==> config.mk <==
export PLATFORM = sky130hd
export DESIGN_NAME = bus_match_port
export DESIGN_NICKNAME = d
export VERILOG_FILES = /design/src/rtl/bm_pkg.sv /design/src/rtl/bm_mode_latch.sv /design/src/rtl/bm_pack.sv /design/src/rtl/bm_split.sv /design/src/rtl/bus_match_port.sv
export SDC_FILE = /design/constraint.sdc
export NUM_CORES = 1
export LEC_CHECK = 0
export BUFFER_PORTS_ARGS = -buffer_cell sky130_fd_sc_hd__buf_2
export CELL_PAD_IN_SITES_DETAIL_PLACEMENT = 1
export CELL_PAD_IN_SITES_GLOBAL_PLACEMENT = 2
export CORE_ASPECT_RATIO = 0.6
export CORE_MARGIN = 2
export CORE_UTILIZATION = 31
export CTS_BUF_LIST = sky130_fd_sc_hd__clkbuf_4 sky130_fd_sc_hd__clkbuf_8
export DETAILED_ROUTE_END_ITERATION = 16
export PLACE_DENSITY_LB_ADDON = 0.1
export SYNTH_ARGS = -nofsm -noshare
export SYNTH_HDL_FRONTEND = slang
export SYNTH_SLANG_ARGS = --single-unit
==> constraint.sdc <==
create_clock -name clk -period 5.1 [get_ports clk]
set_clock_uncertainty 0.05 [all_clocks]
set_input_delay 0.51 -clock clk [delete_from_list [all_inputs] [get_ports clk]]
set_output_delay 0.51 -clock clk [all_outputs]
set_load 0.02 [all_outputs]
==> src/rtl/bm_pkg.sv <==
package bm_pkg;

    typedef enum logic [0:0] {
        W_FILL = 1'b0,
        W_HOLD = 1'b1
    } wr_state_t;

    typedef enum logic [0:0] {
        R_IDLE = 1'b0,
        R_SEND = 1'b1
    } rd_state_t;

endpackage

==> src/rtl/bm_mode_latch.sv <==
module bm_mode_latch (
    input  logic clk,
    input  logic mrst,
    input  logic be_sel,
    output logic big_endian
);
    logic be_q;

    always_ff @(posedge clk) begin
        if (mrst) be_q <= be_sel;
    end

    assign big_endian = be_q;
endmodule

==> src/rtl/bm_pack.sv <==
module bm_pack
    import bm_pkg::*;
#(
    parameter int UNIT_W  = 10,
    parameter int LOG_MAX = 3,
    localparam int UNITS  = 1 << LOG_MAX,
    localparam int WORD_W = UNIT_W * UNITS,
    localparam int SIZE_W = $clog2(LOG_MAX + 1),
    localparam int CNT_W  = LOG_MAX
) (
    input  logic              clk,
    input  logic              mrst,
    input  logic [SIZE_W-1:0] size_in,
    input  logic              ext_en,
    input  logic [WORD_W-1:0] ext_data,
    output logic              ext_ready,
    output logic [WORD_W-1:0] fifo_data,
    output logic              fifo_valid,
    input  logic              fifo_ready
);
    wr_state_t state_q, state_d;
    logic [CNT_W-1:0]  cnt_q;
    logic [SIZE_W-1:0] size_q;
    logic [SIZE_W-1:0] eff_size;
    logic [CNT_W-1:0]  slices_m1;
    logic              last;
    logic              accept;
    logic [UNITS-1:0][UNIT_W-1:0] word_q;
    logic [UNITS-1:0][UNIT_W-1:0] ext_units;

    assign ext_units = ext_data;
    assign eff_size  = (cnt_q == '0) ? size_in : size_q;
    assign slices_m1 = CNT_W'((32'd1 << eff_size) - 32'd1);
    assign last      = (cnt_q == slices_m1);
    assign accept    = ext_en && ext_ready;

    // state register
    always_ff @(posedge clk) begin
        if (mrst) state_q <= W_FILL;
        else      state_q <= state_d;
    end

    // next state
    always_comb begin
        state_d = state_q;
        unique case (state_q)
            W_FILL: if (accept && last) state_d = W_HOLD;
            W_HOLD: if (fifo_ready && !(accept && last)) state_d = W_FILL;
        endcase
    end

    // outputs
    always_comb begin
        unique case (state_q)
            W_FILL: begin
                ext_ready  = 1'b1;
                fifo_valid = 1'b0;
            end
            W_HOLD: begin
                ext_ready  = fifo_ready;
                fifo_valid = 1'b1;
            end
        endcase
    end

    // slice counter and width latch
    always_ff @(posedge clk) begin
        if (mrst) begin
            cnt_q  <= '0;
            size_q <= '0;
        end else if (accept) begin
            if (cnt_q == '0) size_q <= size_in;
            cnt_q <= last ? '0 : cnt_q + CNT_W'(1);
        end
    end

    // per-unit placement of the incoming slice
    for (genvar u = 0; u < UNITS; u++) begin : g_unit
        logic             hit;
        logic [CNT_W-1:0] src;
        always_comb begin
            hit = (CNT_W'(u >> (LOG_MAX - int'(eff_size))) == cnt_q);
            src = CNT_W'(u & ((1 << (LOG_MAX - int'(eff_size))) - 1));
        end
        always_ff @(posedge clk) begin
            if (mrst)              word_q[u] <= '0;
            else if (accept && hit) word_q[u] <= ext_units[src];
        end
    end

    assign fifo_data = word_q;
endmodule

==> src/rtl/bm_split.sv <==
module bm_split
    import bm_pkg::*;
#(
    parameter int UNIT_W  = 10,
    parameter int LOG_MAX = 3,
    localparam int UNITS  = 1 << LOG_MAX,
    localparam int WORD_W = UNIT_W * UNITS,
    localparam int SIZE_W = $clog2(LOG_MAX + 1),
    localparam int CNT_W  = LOG_MAX
) (
    input  logic              clk,
    input  logic              mrst,
    input  logic              big_endian,
    input  logic [SIZE_W-1:0] size_in,
    input  logic              ext_en,
    output logic [WORD_W-1:0] ext_data,
    output logic              ext_valid,
    input  logic [WORD_W-1:0] fifo_data,
    input  logic              fifo_valid,
    output logic              fifo_ready
);
    rd_state_t state_q, state_d;
    logic [CNT_W-1:0]  cnt_q;
    logic [SIZE_W-1:0] size_q;
    logic [CNT_W-1:0]  slices_m1;
    logic [CNT_W-1:0]  phys;
    logic              last;
    logic              take;
    logic              load;
    logic [UNITS-1:0][UNIT_W-1:0] word_q;
    logic [UNITS-1:0][UNIT_W-1:0] out_units;

    assign slices_m1 = CNT_W'((32'd1 << size_q) - 32'd1);
    assign last      = (cnt_q == slices_m1);
    assign take      = ext_en && ext_valid;
    assign load      = fifo_ready && fifo_valid;
    assign phys      = big_endian ? (slices_m1 - cnt_q) : cnt_q;

    // state register
    always_ff @(posedge clk) begin
        if (mrst) state_q <= R_IDLE;
        else      state_q <= state_d;
    end

    // next state
    always_comb begin
        state_d = state_q;
        unique case (state_q)
            R_IDLE: if (load) state_d = R_SEND;
            R_SEND: if (take && last && !load) state_d = R_IDLE;
        endcase
    end

    // outputs
    always_comb begin
        unique case (state_q)
            R_IDLE: begin
                ext_valid  = 1'b0;
                fifo_ready = 1'b1;
            end
            R_SEND: begin
                ext_valid  = 1'b1;
                fifo_ready = ext_en && last;
            end
        endcase
    end

    // word, width and slice counter
    always_ff @(posedge clk) begin
        if (mrst) begin
            word_q <= '0;
            size_q <= '0;
            cnt_q  <= '0;
        end else if (load) begin
            word_q <= fifo_data;
            size_q <= size_in;
            cnt_q  <= '0;
        end else if (take) begin
            cnt_q <= cnt_q + CNT_W'(1);
        end
    end

    // slice selection onto the low units, zero above
    for (genvar j = 0; j < UNITS; j++) begin : g_out
        int               per;
        logic [CNT_W-1:0] idx;
        always_comb begin
            per = 1 << (LOG_MAX - int'(size_q));
            idx = CNT_W'((int'(phys) << (LOG_MAX - int'(size_q))) + j);
            out_units[j] = (j < per) ? word_q[idx] : '0;
        end
    end

    assign ext_data = out_units;
endmodule

==> src/rtl/bus_match_port.sv <==
module bus_match_port #(
    parameter int UNIT_W  = 10,
    parameter int LOG_MAX = 3,
    localparam int WORD_W = UNIT_W << LOG_MAX,
    localparam int SIZE_W = $clog2(LOG_MAX + 1)
) (
    input  logic              clk,
    input  logic              mrst,
    input  logic              be_sel,
    input  logic [SIZE_W-1:0] wr_size,
    input  logic              wr_en,
    input  logic [WORD_W-1:0] wr_data,
    output logic              wr_ready,
    output logic [WORD_W-1:0] fifo_wdata,
    output logic              fifo_wvalid,
    input  logic              fifo_wready,
    input  logic [SIZE_W-1:0] rd_size,
    input  logic              rd_en,
    output logic [WORD_W-1:0] rd_data,
    output logic              rd_valid,
    input  logic [WORD_W-1:0] fifo_rdata,
    input  logic              fifo_rvalid,
    output logic              fifo_rready
);
    logic big_endian;

    bm_mode_latch u_mode (
        .clk        (clk),
        .mrst       (mrst),
        .be_sel     (be_sel),
        .big_endian (big_endian)
    );

    bm_pack #(.UNIT_W(UNIT_W), .LOG_MAX(LOG_MAX)) u_pack (
        .clk        (clk),
        .mrst       (mrst),
        .size_in    (wr_size),
        .ext_en     (wr_en),
        .ext_data   (wr_data),
        .ext_ready  (wr_ready),
        .fifo_data  (fifo_wdata),
        .fifo_valid (fifo_wvalid),
        .fifo_ready (fifo_wready)
    );

    bm_split #(.UNIT_W(UNIT_W), .LOG_MAX(LOG_MAX)) u_split (
        .clk        (clk),
        .mrst       (mrst),
        .big_endian (big_endian),
        .size_in    (rd_size),
        .ext_en     (rd_en),
        .ext_data   (rd_data),
        .ext_valid  (rd_valid),
        .fifo_data  (fifo_rdata),
        .fifo_valid (fifo_rvalid),
        .fifo_ready (fifo_rready)
    );
endmodule

-- Word-level counts from Yosys, hierarchy flattened
Cells that the tools add are included.
- output and inout port bits: 164
- word-level logic and storage cells: 157
- register bits: 173
- bits of input ports: 171
- shift operators: 13
- muxes and demuxes: 51
- add/subtract/negate cells: 15
- reductions and logical operators: 20
- equal/unequal tests: 10
- $lt $le $gt $ge: 23
- bitwise gates (word level): 2
- operators with widths (kind ; count):
    10-bit binary-select mux with 3-bit select ; 9
    10-bit 2-to-1 mux ; 26
    4-bit by 32-bit < comparator with 1-bit output (first input constant) ; 4
    3-bit by 32-bit right shift with 3-bit output (first input constant) ; 4
    3-bit by 32-bit < comparator with 1-bit output (first input constant) ; 2
    1-bit by 32-bit right shift with 3-bit output (first input constant) ; 2
    2-bit by 32-bit right shift with 3-bit output (first input constant) ; 2
    10-bit binary-select mux with 2-bit select ; 3
    3-bit by 4-bit < comparator with 1-bit output (second input constant) ; 12
    1-bit by 32-bit < comparator with 1-bit output (first input constant) ; 1
    2-bit by 32-bit < comparator with 1-bit output (first input constant) ; 1
    1-bit by 32-bit << shifter with 3-bit output (first input constant) ; 1
    1-bit by 32-bit << shifter with 32-bit output (first input constant) ; 1
    3-bit by 32-bit << shifter with 3-bit output ; 1
    3-bit == test ; 10
    1-bit logical AND ; 16
    3-bit adder (second input constant) ; 4
    1-bit case mux with 2 select lines ; 6
    3-bit by 1-bit adder with 3-bit output (second input constant) ; 3
    2-bit by 4-bit < comparator with 1-bit output (second input constant) ; 2
    3-bit by 2-bit adder with 3-bit output (second input constant) ; 2
    3-bit 2-to-1 mux ; 2
    1-bit by 2-bit << shifter with 3-bit output (first input constant) ; 2
    2-bit by 2-bit subtractor with 3-bit output (first input constant) ; 2
    other kinds (10) ; 16

-- Depth between registers and ports, before layout
- depth in word-level cells: 10
- gate-level depth with buffers: 17

-- Modules after synthesis
From an unflattened synthesis, not the netlist that was laid out.
- cell total of the unflattened synthesis: 1331
- area, all modules: 10810.4 µm²
- by module, submodules not included (module ; area an instance (µm²) ; sequential area each (µm²) ; instances ; cells each):
    bm_split ; 6062.1 ; 1721.7 ; 1 ; 852
    bm_pack ; 4718.3 ; 1721.7 ; 1 ; 478
    bm_mode_latch ; 30.0 ; 30.0 ; 1 ; 1

-- Least setup slack after synthesis
Ideal clock, no wire load.
- path type: register to output
- from: reg u_split.size_q[0]
- to: out rd_data[30]
- slack: 0.459 ns
- data required time: 4.540 ns
- data arrival time: 4.081 ns
- path buffers: 4
- cell stages (with the launch flop): 16
- path through: dfxtp_1 buf_2 nor2_1 inv_1 clkbuf_1 ha_1 fa_1 mux2_2 nand2_1 o211ai_1 buf_2 ha_1 clkbuf_1 mux4_2 nand2b_1 mux2i_1
- word-level cells in the longest chain between the ends: 9
- elaborated cells on any way between the ends: 12
- ends and longest elaborated chain (item ; RTL line ; source):
    start: declaration ; bm_split.sv:24 ; logic [SIZE_W-1:0] size_q;
    start signal: assignment ; bm_split.sv:76 ; size_q <= size_in;
    1-bit by 2-bit << shifter with 3-bit output ; bm_split.sv:33 ; assign slices_m1 = CNT_W'((32'd1 << size_q) - 32'd1);
    3-bit by 1-bit subtractor with 3-bit output ; bm_split.sv:33 ;
    3-bit subtractor ; bm_split.sv:37 ; assign phys = big_endian ? (slices_m1 - cnt_q) : cnt_q;
    3-bit 2-to-1 mux ; bm_split.sv:37 ;
    3-bit by 32-bit << shifter with 3-bit output ; bm_split.sv:89 ; idx = CNT_W'((int'(phys) << (LOG_MAX - int'(size_q))) + j);
    3-bit adder ; bm_split.sv:89 ;
    10-bit binary-select mux with 3-bit select ; bm_split.sv:90 ; out_units[j] = (j < per) ? word_q[idx] : '0;
    10-bit 2-to-1 mux (implied by the code) ; bm_split.sv:90 ;
    10-bit 2-to-1 mux * ; bm_split.sv:90 ;
    end: declaration ; bus_match_port.sv:19 ; output logic [WORD_W-1:0] rd_data,
Every way passes the cells marked *; elsewhere a longest branch is shown, timed or not. The select of a mux whose other input is x is not followed.

-- Worst setup path in the final report
- from: reg u_split.size_q[1]
- to: out rd_data[13]
- word-level cells in the longest chain between the ends: 9
- elaborated cells on any way between the ends: 12
- ends and longest elaborated chain (item ; RTL line):
    1-bit by 2-bit << shifter with 3-bit output ; bm_split.sv:33
    3-bit by 1-bit subtractor with 3-bit output ; bm_split.sv:33
    3-bit subtractor ; bm_split.sv:37
    3-bit 2-to-1 mux ; bm_split.sv:37
    3-bit by 32-bit << shifter with 3-bit output ; bm_split.sv:89
    3-bit by 2-bit adder with 3-bit output ; bm_split.sv:89
    10-bit binary-select mux with 3-bit select ; bm_split.sv:90
    10-bit 2-to-1 mux (implied by the code) ; bm_split.sv:90
    10-bit 2-to-1 mux * ; bm_split.sv:90
Marks and branches as above.

==> flow_metrics.env <==
export IMPL_yosys_warnings=0
export IMPL_setup_violations=0
export IMPL_fin_area_sq_um=13000
export IMPL_grt_pass1_vias=9823
export IMPL_min_from="be_sel"
export IMPL_total_power_uw=4280
export IMPL_critPathLaunchType="flop"
export IMPL_endpoint_kind="output pin"
export IMPL_drive_above_1_share=0.360
export IMPL_totalWireLength_mm=47.4
export IMPL_cts_buffers=17
export IMPL_rsz0062_at_grt="false"
export IMPL_synth_async_reset_ratio=0
export IMPL_placed_area_sq_um=12500
export IMPL_hold_class="input pin to flop"
export IMPL_ys_ff_latch=173
export IMPL_path_class="flop to output pin"
export IMPL_reg2reg_slack_ps=1070
export IMPL_r2r_end="u_pack.fifo_data[79]"
export IMPL_grt_pass1_wl_mm=68.8
export IMPL_syn_num_nets=1320
export IMPL_place_inst=1854
export IMPL_slew_headroom=0.373
export IMPL_ys_types=53
export IMPL_timing_rr_start="u_pack.cnt_q[0]"
export IMPL_area_delta_synth_final_pct=24.3
export IMPL_ant_nets=0
export IMPL_maxCapViolCount=0
export IMPL_start_util=0.318
export IMPL_clock_path_buffers=2
export IMPL_utilization=0.396
export IMPL_final_nets=1612
export IMPL_p_per_area_nw_per_um2=330
export IMPL_synthCells=1135
export IMPL_drt_iter0_drc=1051
export IMPL_syn_area_sq_um=10400
export IMPL_dieArea_sq_um=35100
export IMPL_cp_required_ps=4540
export IMPL_clk_latency_ps=510
export IMPL_fp_coreArea_sq_um=32700
export IMPL_post_drt_wl_per_cell_microns=25.1
export IMPL_arrival_ps=4280
export IMPL_clock_sinks=173
export IMPL_crit_path_frequent_cell="buf_4"
export IMPL_ys_seq_area_frac=0.333
export IMPL_avgSynthCellArea_sq_um=9.18
export IMPL_setup_tns_ps=0
export IMPL_outcome="complete, no violations"
export IMPL_ir_drop_uv=183
export IMPL_synth_edf_count=1
export IMPL_path_clk_slew_ps=100
export IMPL_grt_max_degree=68
export IMPL_dieHeight_microns=146
export IMPL_grt_total_usage=0.269
export IMPL_worstRegToRegCells=11
export IMPL_dp_hpwl_mm=37.6
export IMPL_vias_per_cell=5.39
export IMPL_worst_slew_pin_slew_ps=940
export IMPL_num_vias=10204
export IMPL_die_x_microns=241
export IMPL_crit_fanout=41
export IMPL_root_buffer="clkbuf_8"
export IMPL_synth_main_ff_cell="dfxtp_1"
export IMPL_fin_crit_sh=0.949
export IMPL_nFillCells=3897
export IMPL_cts_tree="yes"
export IMPL_slowest_delay_ps=430
export IMPL_fmax_ghz=0.207
export IMPL_port_buffers=334
export IMPL_rows=51
export IMPL_cp_slowest_cell="fa_1"
export IMPL_drc_errors=0
export IMPL_gp_congestion=0.977
export IMPL_worstHoldEndpoint="u_mode.big_endian"
export IMPL_p_leak_uw=0.00572
export IMPL_htreeDepth=4
export IMPL_drv_slew=0
export IMPL_drtPass1Iterations=5
export IMPL_antenna_found_initial=3
export IMPL_io_pins=335
export IMPL_grt_ovfl_total=0
export IMPL_finalHoldViolCount=0
export IMPL_path_cells="nor2_2, buf_4, and2_1, fa_1, mux2_2, nand2_1, o211ai_1, buf_4, ha_1, buf_6, mux4_2, a22o_1, buf_2"
export IMPL_cp_num_buf_inv=4
export IMPL_holdPathStages=1
export IMPL_min_period_ps=4840
export IMPL_fin_cells=1892
export IMPL_cp_top_family="buffers and inverters"
[metal layers]
layer | global-route usage | share of wire | up-vias
met5 | 0 | 0.00027 | -
met4 | 0.0497 | 0.012 | 2
met3 | 0.0673 | 0.073 | 33
met2 | 0.349 | 0.39 | 371
met1 | 0.435 | 0.52 | 5108
li1 | - | - | 4690
[worst max-delay path by stage]
| stage | startpoint | endpoint | slack [ps] | cells past startpoint |
|---|---|---|---|---|
| floorplan | u_split.size_q[0] | rd_data[30] | 460 | 15 |
| global placement | u_split.size_q[0] | rd_data[14] | 790 | 13 |
| detailed placement | u_split.size_q[0] | rd_data[13] | 690 | 13 |
| CTS | u_split.size_q[0] | rd_data[13] | 100 | 13 |
| global route | u_split.size_q[1] | rd_data[14] | 70 | 13 |
| finish | u_split.size_q[1] | rd_data[13] | 260 | 13 |
[where the power goes]
group	internal, uW	total [uW]	switching (uW)
registers	1500	1640	140
logic	600	1630	1030
clock network	416	1010	591
[cell usage after synthesis, drive strengths merged (22+ instances only)]
master	count	share of area
nand2	225	0.081
dfxtp	172	0.33
a21oi	118	0.057
mux2i	106	0.11
mux4	69	0.15
clkbuf	64	0.023
nor2	47	0.017
buf	35	0.022
a211oi	33	0.024
nand3	28	0.013
nand2b	23	0.014
mux2	22	0.024
[state kept, by name (all words and copies together), names as in the netlist]
signal,cells
u_pack.cnt_q,3
u_mode.big_endian,1
u_split.cnt_q,3
u_pack.fifo_data,80
u_split.size_q,2
u_split.word_q,80
u_pack.state_q,1
u_split.state_q,1
u_pack.size_q,2
[per-stage QoR]
| stage | hold WS [ps] | setup WS [ps] |
|---|---|---|
| floorplan | 403 | 459 |
| global placement | 391 | 793 |
| detailed placement | 397 | 688 |
| CTS | 85.4 | 96.8 |
| global route | 94.2 | 67.4 |
| finish | 131 | 258 |
[cell usage in the layout (no fill, tap or decap), drive strengths merged, types with 2 or more instances in the layout]
cell type | synthesis | routed
a22o | 20 | 20
mux4 | 69 | 69
o21ai | 21 | 21
and2 | 21 | 21
buf | 35 | 372
xor2 | 7 | 7
nand4b | 3 | 3
nand2b | 23 | 23
nor4 | 2 | 2
dfxtp | 172 | 172
o22ai | 10 | 10
o2111ai | 10 | 10
a31oi | 12 | 12
clkbuf | 64 | 19
or2 | 3 | 3
diode | 0 | 2
ha | 13 | 13
o211ai | 2 | 2
nand3 | 28 | 28
nand2 | 225 | 225
a211oi | 33 | 33
mux2 | 22 | 22
inv | 12 | 18
nand4 | 3 | 3
xnor2 | 11 | 11
o31ai | 10 | 10
nor3 | 14 | 14
mux2i | 106 | 106
nor2 | 47 | 47
nor2b | 7 | 7
clkinv | 0 | 5
a21oi | 118 | 118
[logic make-up after synthesis]
family | Yosys count | share of synthesized area
buffers and inverters | 111 | 0.0491
muxes | 197 | 0.278
and+or+nand+nor | 379 | 0.159
DFF | 173 | 0.333
AOI/OAI and AO/OA | 243 | 0.145
adders and majority gates | 14 | 0.0175
xor gates and xnor gates | 18 | 0.0177
[what timing repair did]
item	CTS	global route
hold buffers	0	0
resized for setup	0	4
setup buffers	0	4
endpoints found under the hold margin	0	0
setup endpoints to repair	0	34
[cell type report]
class,instances,area [sq um],share of cell area
Multi-Input combinational cell,851,6470,0.500
Sequential cell,173,3470,0.268
Timing Repair Buffer,372,2000,0.155
Tap cell,450,563,0.0435
Clock buffer,19,255,0.0197
Clock inverter,13,130,0.0100
Inverter,12,45.0,0.00348
Antenna cell,2,5.00,0.000386
(Power assumes the default switching activity.)
